--- src/rtl/icd_pkg.sv ---
package icd_pkg;
   typedef enum logic [1:0] {
      PEND_NONE  = 2'd0,
      PEND_START = 2'd1,
      PEND_STOP  = 2'd2
   } pend_e;
endpackage

--- src/rtl/icd_sync.sv ---
module icd_sync #(
   parameter int STAGES = 2,
   parameter bit RST_VAL = 1'b1
) (
   input  logic clk,
   input  logic rst_n,
   input  logic d,
   output logic q
);
   generate
      if (STAGES < 2) begin : g_bad_stages
         $error("icd_sync: STAGES must be at least 2");
      end
   endgenerate

   logic [STAGES-1:0] chain;

   always_ff @(posedge clk or negedge rst_n) begin
      if (!rst_n) chain <= {STAGES{RST_VAL}};
      else        chain <= {chain[STAGES-2:0], d};
   end

   assign q = chain[STAGES-1];
endmodule

--- src/rtl/icd_cond_timer.sv ---
module icd_cond_timer
   import icd_pkg::*;
#(
   parameter int SET_W = 5,
   localparam int HW = SET_W - 1
) (
   input  logic          clk,
   input  logic          rst_n,
   input  logic          tick,
   input  logic          active,
   input  logic          scl,
   input  logic          sda,
   input  logic [HW-1:0] half,
   output logic          start_p,
   output logic          stop_p
);
   generate
      if (SET_W < 2) begin : g_bad_width
         $error("icd_cond_timer: SET_W must be at least 2");
      end
   endgenerate

   localparam logic [SET_W-1:0] HI_MAX = '1;

   logic             sda_d;
   logic             sda_edge;
   logic             setup_ok;
   logic [SET_W-1:0] hi_cnt;
   logic [HW-1:0]    hold;
   pend_e            pend;

   assign sda_edge = sda_d ^ sda;
   assign setup_ok = scl && (hi_cnt >= {1'b0, half});

   // SCL-high time counted in system-clock ticks, saturating
   always_ff @(posedge clk or negedge rst_n) begin
      if (!rst_n)                       hi_cnt <= '0;
      else if (!scl)                    hi_cnt <= '0;
      else if (tick && hi_cnt != HI_MAX) hi_cnt <= hi_cnt + 1'b1;
   end

   always_ff @(posedge clk or negedge rst_n) begin
      if (!rst_n) begin
         sda_d   <= 1'b1;
         pend    <= PEND_NONE;
         hold    <= '0;
         start_p <= 1'b0;
         stop_p  <= 1'b0;
      end else begin
         sda_d   <= sda;
         start_p <= 1'b0;
         stop_p  <= 1'b0;
         if (!active) begin
            pend <= PEND_NONE;
         end else if (sda_edge) begin
            if (setup_ok) begin
               pend <= sda ? PEND_STOP : PEND_START;
               hold <= half;
            end else begin
               pend <= PEND_NONE;
            end
         end else if (pend != PEND_NONE) begin
            if (!scl) begin
               pend <= PEND_NONE;
            end else if (tick) begin
               if (hold <= 1) begin
                  pend    <= PEND_NONE;
                  start_p <= (pend == PEND_START);
                  stop_p  <= (pend == PEND_STOP);
               end else begin
                  hold <= hold - 1'b1;
               end
            end
         end
      end
   end
endmodule

--- src/rtl/icd_edge_irq.sv ---
module icd_edge_irq #(
   parameter bit SET_WINS = 1'b1
) (
   input  logic clk,
   input  logic rst_n,
   input  logic en,
   input  logic pick_sda,
   input  logic on_rise,
   input  logic scl,
   input  logic sda,
   input  logic clr,
   output logic req
);
   logic src, level, level_d, set_ev;

   assign src    = pick_sda ? sda : scl;
   assign level  = en && (on_rise ? src : !src);
   assign set_ev = level && !level_d;

   always_ff @(posedge clk or negedge rst_n) begin
      if (!rst_n) level_d <= 1'b0;
      else        level_d <= level;
   end

   generate
      if (SET_WINS) begin : g_set_first
         always_ff @(posedge clk or negedge rst_n) begin
            if (!rst_n)      req <= 1'b0;
            else if (set_ev) req <= 1'b1;
            else if (clr)    req <= 1'b0;
         end
      end else begin : g_clr_first
         always_ff @(posedge clk or negedge rst_n) begin
            if (!rst_n)      req <= 1'b0;
            else if (clr)    req <= 1'b0;
            else if (set_ev) req <= 1'b1;
         end
      end
   endgenerate
endmodule

--- src/rtl/i2c_cond_detect.sv ---
module i2c_cond_detect #(
   parameter int SET_W        = 5,
   parameter int SYNC_STAGES  = 2,
   parameter bit IRQ_SET_WINS = 1'b1,
   localparam int CTL_W   = SET_W + 3,
   localparam int POL_BIT = SET_W,
   localparam int SEL_BIT = SET_W + 1,
   localparam int GEN_BIT = SET_W + 2
) (
   input  logic             clk,
   input  logic             rst_n,
   input  logic             sys_tick,
   input  logic             scl_in,
   input  logic             sda_in,
   input  logic             en,
   input  logic             ctl_wr,
   input  logic [CTL_W-1:0] ctl_wdata,
   input  logic             irq_clr,
   output logic [CTL_W-1:0] ctl_q,
   output logic             gen_long,
   output logic             setting_bad,
   output logic             start_pulse,
   output logic             stop_pulse,
   output logic             bus_busy,
   output logic             edge_irq
);
   generate
      if (SET_W < 2) begin : g_bad_set_w
         $error("i2c_cond_detect: SET_W must be at least 2");
      end
   endgenerate

   logic             scl_s, sda_s;
   logic [SET_W-1:0] setting;
   logic             active;

   always_ff @(posedge clk or negedge rst_n) begin
      if (!rst_n)      ctl_q <= '0;
      else if (ctl_wr) ctl_q <= ctl_wdata;
   end

   assign setting     = ctl_q[SET_W-1:0];
   assign setting_bad = (setting == '0) || setting[0];
   assign gen_long    = ctl_q[GEN_BIT];
   assign active      = en && !setting_bad;

   icd_sync #(.STAGES(SYNC_STAGES), .RST_VAL(1'b1)) u_sync_scl (
      .clk(clk), .rst_n(rst_n), .d(scl_in), .q(scl_s)
   );
   icd_sync #(.STAGES(SYNC_STAGES), .RST_VAL(1'b1)) u_sync_sda (
      .clk(clk), .rst_n(rst_n), .d(sda_in), .q(sda_s)
   );

   icd_cond_timer #(.SET_W(SET_W)) u_timer (
      .clk(clk), .rst_n(rst_n), .tick(sys_tick), .active(active),
      .scl(scl_s), .sda(sda_s), .half(setting[SET_W-1:1]),
      .start_p(start_pulse), .stop_p(stop_pulse)
   );

   always_ff @(posedge clk or negedge rst_n) begin
      if (!rst_n)           bus_busy <= 1'b0;
      else if (!en)         bus_busy <= 1'b0;
      else if (start_pulse) bus_busy <= 1'b1;
      else if (stop_pulse)  bus_busy <= 1'b0;
   end

   icd_edge_irq #(.SET_WINS(IRQ_SET_WINS)) u_irq (
      .clk(clk), .rst_n(rst_n), .en(en),
      .pick_sda(ctl_q[SEL_BIT]), .on_rise(ctl_q[POL_BIT]),
      .scl(scl_s), .sda(sda_s), .clr(irq_clr), .req(edge_irq)
   );
endmodule

--- config.mk ---
export PLATFORM = sky130hd
export DESIGN_NAME = i2c_cond_detect
export DESIGN_NICKNAME = d
export VERILOG_FILES = /design/src/rtl/icd_pkg.sv /design/src/rtl/icd_sync.sv /design/src/rtl/icd_cond_timer.sv /design/src/rtl/icd_edge_irq.sv /design/src/rtl/i2c_cond_detect.sv
export SDC_FILE = /design/constraint.sdc
export NUM_CORES = 1
export LEC_CHECK = 0
export BUFFER_PORTS_ARGS = -buffer_cell sky130_fd_sc_hd__buf_4
export CAP_MARGIN = 20
export CORE_UTILIZATION = 40
export CTS_CLUSTER_DIAMETER = 150
export CTS_CLUSTER_SIZE = 12
export DETAILED_ROUTE_END_ITERATION = 10
export GPL_TIMING_DRIVEN = 0
export SLEW_MARGIN = 30
export SYNTH_ARGS = -nofsm -noshare
export SYNTH_HDL_FRONTEND = slang
export SYNTH_SLANG_ARGS = --single-unit
--- constraint.sdc ---
create_clock -name clk -period 2.19 [get_ports clk]
set_input_delay 0.438 -clock clk [delete_from_list [all_inputs] [get_ports clk]]
set_output_delay 0.438 -clock clk [all_outputs]
set_load 0.005 [all_outputs]
==> flow_summary_export.csv, run 1 <==
group,metric,value,unit
drt,drt-initial-drc-count,45,
drt,detail_route.first_pass.iterations,4,
grt,grt_pass1_wl,4.84,mm
finish,fillerInstances,329,
drt,vias_per_cell,5.10,
timing,grt_setup_unrepaired,"no",
critical_path,cp_max_fo,6,
finish,area_growth,26.2,%
floorplanning,design.portCount,30,
floorplanning,floorplan.die.height,63.4,um
finish,seqCellArea,732,um2
clock_tree,clockBufferDepth,2,
clock_tree,cts_repair_resize_count,0,
timing,fmaxAchievable,504,MHz
grt,vias_in_the_first_global_route,1040,
drt,drtAntennaViolNets,0,
grt,grt_use_met3,5.43,%
timing,period_share,90.6,%
finish,multi_input_area,711,um2
logic_synthesis,avgSynthCellArea,11.9,um2
timing,finalHoldViolCount,0,
pwr,power_density,828,mW/mm2
logic_synthesis,number_of_synthesized_flops_with_an_enable_pin,0,
clock_tree,post_cts.repair.setup_buffers,0,
place,place.gp.congestion,0.734,
clock_tree,htree_levels,2,
clock_tree,clock_sinks,29,
logic_synthesis,syn-num-nets,151,
grt,grt.met2_usage,25.4,%
place,dpl-instance-area,0.00179,mm2
clock_tree,cts.hold.buffers_added,0,
clock_tree,clkTransAtPathRegs,70,ps
clock_tree,insertion_delay,280,ps
grt,grt_overflow,0,
floorplanning,die_w,63.4,um
timing,finalClockSkew,3.81,ps
logic_synthesis,netlist_area,0.00151,mm2
outcome,outcome,"complete, no violations",
grt,grt.total_usage,16.1,%
logic_synthesis,synth.lib_cells_used.distinct,39,
critical_path,worst_path_max_delay_cell,"sky130_fd_sc_hd__dfrtp_1",
critical_path,path_cells,"inv_1 -> ha_1 -> a21o_1 -> a211oi_2 -> nand2_1 -> a32o_1",
logic_synthesis,synth_flop_cell,"sky130_fd_sc_hd__dfrtp_1",
timing,finalSetupTns,0,ps
drt,routedWlPerCell,13.3,um
critical_path,worst-r2r-setup-slack,210,ps
pwr,largest_voltage_drop_on_the_vdd_net,0.440,mV
critical_path,timing_worst_setup_path_type,"register to register",
floorplanning,floorplan.core_area,0.00347,mm2
place,place.detailed.hpwl,2.07,mm
logic_synthesis,synth-seq-cells,29,
floorplanning,initial_utilization,43.5,%
place,buffer_ports.inserted,29,
drt,wl,2.80,mm
floorplanning,die_area,0.00403,mm2
critical_path,setup.worst_path.start_class,"register",
critical_path,crit_required,2360,ps
grt,global_route.peak_usage_layer,"met2",
logic_synthesis,netlist_instances,127,
finish,finalNetCount,187,
floorplanning,fp-row-count,21,
clock_tree,clock-root-buffer,"sky130_fd_sc_hd__clkbuf_8",
pwr,static-leakage-power,0.000901,uW
critical_path,cp.arrival,2160,ps
timing,setup_viol,0,
logic_synthesis,post_synthesis_sequential_area_ratio,48.5,%
timing,slew_viol_final,0,
finish,diodes,0,
timing,final_period_minus_worst_setup_slack,1980,ps
clock_tree,cts_inserted_buffers,5,
critical_path,cp-end-kind,"register",
timing,tightest_slew_margin_relative_to_the_limit,70.0,%
finish,share_of_layout_cells_above_drive_strength_1,39.0,%
drt,drc,0,
timing,worstMarginPinSlew,448,ps
clock_tree,cts_tree,"done",
grt,pin_count_of_the_biggest_net_entering_global_routing,30,
grt,groute.layer.met1.usage,19.6,%
run,cap_violations,0,
finish,final_design_area_no_fill,0.00191,mm2
logic_synthesis,synthesis.yosys.warnings,0,
logic_synthesis,async_reset_ff_share,100,%
grt,grt_antenna_before_repair,0,
worst_hold_path,path_type_of_the_worst_min_delay_path,"input port to asynchronous set/reset pin",
drt,vias,1071,
critical_path,critPathMaxStageDelay,440,ps
finish,postLayoutCoreUtil,54.9,%
final cells by class:
cell class / count / area share, %
flip-flops and latches: 29 / 38.4
multi-input cells: 83 / 37.3
repair buffers: 29 / 11.4
clock buffers: 6 / 4.33
well taps: 46 / 3.02
clock inverters: 2 / 1.97
inverters: 10 / 1.97
plain buffers: 5 / 1.58
power breakdown:
| part | internal, uW | switching (uW) |
|---|---|---|
| Sequential | 605 | 76.3 |
| Combinational | 169 | 145 |
| Clock | 369 | 213 |
worst max-delay path, delay by kind of cell (launching register included):
kind,cells,cell delay (ps)
AO/OA/AOI/OAI,3,890
AND/OR/NAND/NOR,1,140
flip-flops,1,440
adder cells (fa/ha/maj),1,310
buffers and inverters,1,100
metrics by stage:
| stage | setup slack, ps | total power [uW] | instances | hold WS (ps) |
|---|---|---|---|---|
| 4_1_cts | 182 | 1600 | 210 | 79.4 |
| 5_1_grt | 40.1 | 1670 | 210 | 90.8 |
| 2_1_floorplan | 376 | 886 | 127 | 142 |
| 3_3_place_gp | 248 | 993 | 202 | 347 |
| 3_5_place_dp | 207 | 1010 | 202 | 348 |
| 6_report | 205 | 1580 | 210 | 60.1 |
registers in the layout, summed over array words and instances, names as in the netlist:
register and cells:
u_irq.level_d 1, u_timer.sda_d 1, u_timer.hold 4, u_irq.req 1, bus_busy 1, u_timer.start_p 1, u_sync_scl.chain 2, u_timer.stop_p 1
u_sync_sda.chain 2, u_timer.pend 2, u_timer.hi_cnt 5, ctl_q 8
path summary, 6_finish.rpt:
path | startpoint | endpoint | depth (start not counted)
setup / recovery | ctl_q[3] | u_timer.pend[1] | 6
hold / removal | rst_n | u_irq.req | 1
setup reg to reg | ctl_q[3] | u_timer.pend[1] | 6
hold reg to reg | u_sync_scl.chain[0] | u_sync_scl.chain[1] | 0
max in group asynchronous | rst_n | u_sync_sda.chain[0] | 1
min in group clk | scl_in | u_sync_scl.chain[0] | 1
Yosys cell counts (all sizes together), types with 3 or more instances:
master   n  area (um2)
mux2     5        56.3
o21ai    4        31.3
mux2i    3        30.0
ha       8         100
nor2b    6        37.5
and2     3        20.0
and3     3        18.8
a211oi  10         100
dfrtp   24         601
buf      3        22.5
dfstp    5         131
inv     10        37.5
nand2    8        30.0
xnor2    4        35.0
cells in the final DEF, fill, tap and decap left out, types with 2 or more instances in the layout:
master / synthesis / routed
sky130_fd_sc_hd__ha_1: 8 / 8
sky130_fd_sc_hd__and2_1: 2 / 2
sky130_fd_sc_hd__dfstp_2: 5 / 5
sky130_fd_sc_hd__mux2_2: 5 / 5
sky130_fd_sc_hd__nand2_1: 8 / 8
sky130_fd_sc_hd__and3_1: 3 / 3
sky130_fd_sc_hd__a31oi_1: 2 / 2
sky130_fd_sc_hd__dfrtp_1: 24 / 24
sky130_fd_sc_hd__nor2_1: 2 / 2
sky130_fd_sc_hd__o21ai_0: 3 / 3
sky130_fd_sc_hd__mux2i_1: 3 / 3
sky130_fd_sc_hd__a211oi_2: 5 / 5
sky130_fd_sc_hd__xnor2_1: 4 / 4
sky130_fd_sc_hd__nor3_1: 2 / 2
sky130_fd_sc_hd__or2_2: 2 / 2
sky130_fd_sc_hd__nor2b_1: 6 / 6
sky130_fd_sc_hd__inv_1: 10 / 10
sky130_fd_sc_hd__clkbuf_8: 0 / 6
sky130_fd_sc_hd__a32o_1: 2 / 2
sky130_fd_sc_hd__clkbuf_1: 2 / 2
sky130_fd_sc_hd__nor3b_1: 2 / 2
sky130_fd_sc_hd__buf_4: 3 / 32
sky130_fd_sc_hd__and4_1: 2 / 2
sky130_fd_sc_hd__a21oi_1: 2 / 2
sky130_fd_sc_hd__a211oi_1: 5 / 5
cells by family (layout without fill, tap and decap cells):
group,Yosys count,count (layout),share of synthesized area [%]
AOI/OAI and AO/OA,26,26,15.1
xor gates and xnor gates,5,5,2.90
adders and majority gates,8,8,6.63
buffers and inverters,15,52,4.47
DFF,29,29,48.5
muxes,8,8,5.72
and+or+nand+nor,36,36,16.7
metal layers:
layer | up-vias | share of wire [%]
met1 | 524 | 46
li1 | 522 | -
met4 | 0 | 1.7
met5 | - | 0
met3 | 4 | 4.1
met2 | 21 | 48
Note: power is estimated with default switching activity, not from simulation.
==> run 2: changes to the inputs <==
--- a/config.mk
+++ b/config.mk
@@ -7,11 +7,14 @@
 export LEC_CHECK = 0
 export BUFFER_PORTS_ARGS = -buffer_cell sky130_fd_sc_hd__buf_4
 export CAP_MARGIN = 20
+export CELL_PAD_IN_SITES_DETAIL_PLACEMENT = 1
+export CELL_PAD_IN_SITES_GLOBAL_PLACEMENT = 1
 export CORE_UTILIZATION = 40
 export CTS_CLUSTER_DIAMETER = 150
 export CTS_CLUSTER_SIZE = 12
 export DETAILED_ROUTE_END_ITERATION = 10
 export GPL_TIMING_DRIVEN = 0
+export PLACE_DENSITY_LB_ADDON = 0.1
 export SLEW_MARGIN = 30
 export SYNTH_ARGS = -nofsm -noshare
 export SYNTH_HDL_FRONTEND = slang
==> flow_summary_export.csv, run 2 (synthesized netlist as in run 1, its figures left out) <==
group,metric,value,unit
clock_tree,clock_sinks,29,
clock_tree,clock-root-buffer,"sky130_fd_sc_hd__clkbuf_8",
clock_tree,clockBufferDepth,2,
timing,grt_setup_unrepaired,"no",
finish,layout_top_registers,"ctl_q (8), u_timer.hi_cnt (5), u_timer.hold (4)",
finish,finalNetCount,187,
run,cap_violations,0,
floorplanning,floorplan.die.height,63.4,um
place,placed_cells_incl_taps,202,
finish,share_of_layout_cells_above_drive_strength_1,39.0,%
drt,routedWlPerCell,15.0,um
drt,drtAntennaViolNets,0,
outcome,outcome,"complete, no violations",
pwr,power_density,831,mW/mm2
finish,area_growth,26.7,%
finish,diodes,0,
critical_path,setup.worst_path.start_class,"register",
worst_hold_path,path_type_of_the_worst_min_delay_path,"input port to asynchronous set/reset pin",
critical_path,cp-end-kind,"register",
grt,grt_pass1_wl,5.32,mm
floorplanning,fp-row-count,21,
place,place.gp.congestion,0.786,
finish,mostFrequentLayoutCells,"32 x sky130_fd_sc_hd__buf_4, 24 x sky130_fd_sc_hd__dfrtp_1, 10 x sky130_fd_sc_hd__inv_1, 8 x sky130_fd_sc_hd__nand2_1, 8 x sky130_fd_sc_hd__ha_1",
critical_path,ff2ff_path_depth,6,
critical_path,cp_max_fo,6,
grt,pin_count_of_the_biggest_net_entering_global_routing,30,
drt,wl,3.14,mm
critical_path,rr_endpoint,"u_timer.pend[1]",
floorplanning,die_area,0.00403,mm2
finish,layout_commonest_cell,"sky130_fd_sc_hd__buf_4",
floorplanning,initial_utilization,43.5,%
pwr,total_power_of_the_final_layout,1590,uW
timing,period_share,89.9,%
timing,setup_viol,0,
pwr,largest_voltage_drop_on_the_vdd_net,0.503,mV
timing,fmaxAchievable,508,MHz
drt,vias,1087,
floorplanning,floorplan.core_area,0.00347,mm2
finish,largest_reg_flops,8,
finish,fillerInstances,380,
clock_tree,cts_tree,"done",
grt,grt_overflow,0,
finish,regMostFlops,"ctl_q",
pwr,static-leakage-power,0.000904,uW
timing,final_period_minus_worst_setup_slack,1970,ps
floorplanning,die_w,63.4,um
finish,post_layout_nonfiller_instances,210,
drt,drc,0,
grt,grt_antenna_before_repair,0,
clock_tree,cts_inserted_buffers,5,
critical_path,timing_worst_setup_path_type,"register to register",
place,buffer_ports.inserted,29,
clock_tree,clkTransAtPathRegs,70,ps
critical_path,worstReg2RegStart,"ctl_q[3]",
drt,detail_route.first_pass.iterations,3,
finish,seqCellArea,732,um2
timing,finalClockSkew,4.82,ps
timing,tightest_slew_margin_relative_to_the_limit,68.7,%
timing,slew_viol_final,0,
timing,worstMarginPinSlew,468,ps
critical_path,cp.arrival,2140,ps
place,place.detailed.hpwl,2.43,mm
finish,postLayoutCoreUtil,55.2,%
grt,grt.total_usage,17.5,%
critical_path,crit_required,2360,ps
floorplanning,design.portCount,30,
timing,finalHoldViolCount,0,
critical_path,worst-r2r-setup-slack,220,ps
finish,multi_input_area,718,um2
clock_tree,post_cts.repair.setup_buffers,0,
drt,drt-initial-drc-count,55,
timing,finalSetupTns,0,ps
clock_tree,insertion_delay,280,ps
drt,vias_per_cell,5.18,
grt,vias_in_the_first_global_route,1130,
clock_tree,htree_levels,2,
==> run 2: how the worst max path moves through the flow <==
stage	from	end	slack, ps	depth (start not counted)
after floorplan	ctl_q[3]	u_timer.pend[0]	380	6
after global placement	ctl_q[3]	u_timer.pend[0]	220	6
after detailed placement	ctl_q[3]	u_timer.pend[1]	150	6
after CTS	ctl_q[3]	u_timer.pend[1]	120	6
after global routing	ctl_q[3]	u_timer.pend[0]	110	6
final	ctl_q[3]	u_timer.pend[1]	220	6
==> run 2: cell type report <==
class                      count  area share, %
clock buffer                   6           4.32
multi-input combinational     83           37.5
buffer                         5           1.57
sequential                    29           38.3
timing repair buffer          29           11.4
inverter                      10           1.96
tap                           46           3.01
clock inverter                 2           1.96
==> run 2: per-layer routing <==
| layer | track usage [%] | routed length, um | vias to the layer above |
|---|---|---|---|
| met5 | 0 | 0 | - |
| met4 | 6.53 | 51 | 0 |
| met3 | 4.53 | 104 | 6 |
| met2 | 29.7 | 1590 | 20 |
| met1 | 21.3 | 1390 | 538 |
| li1 | - | - | 523 |
==> run 2: stage by stage <==
step / cell area, um2 / setup WS, ps / hold slack, ps
6_report: 1910 / 222 / 65.3
3_3_place_gp: 1790 / 215 / 347
5_1_grt: 1910 / 112 / 95.3
3_5_place_dp: 1790 / 154 / 350
4_1_cts: 1910 / 120 / 75.9
2_1_floorplan: 1510 / 376 / 142
==> run 2: critical path, cell delays in order, from the launching register on <==
cell,delay (ps)
sky130_fd_sc_hd__dfrtp_1,470
sky130_fd_sc_hd__inv_1,100
sky130_fd_sc_hd__ha_1,320
sky130_fd_sc_hd__a21o_1,210
sky130_fd_sc_hd__a211oi_4,350
sky130_fd_sc_hd__nand2_1,130
sky130_fd_sc_hd__a32o_1,280
==> run 2: repair_timing <==
action	in CTS	in global routing
setup endpoints to repair	0	2
gates resized for setup	0	1
hold buffers	0	0
hold endpoints to repair	0	0
==> run 2: power breakdown <==
| part | leakage, uW | internal (uW) | total, uW | switching (uW) |
|---|---|---|---|---|
| combinational | 0.000487 | 171 | 324 | 153 |
| sequential | 0.000360 | 605 | 687 | 81.8 |
| clock | 0.0000574 | 369 | 580 | 211 |
| total | 0.000904 | 1140 | 1590 | 446 |
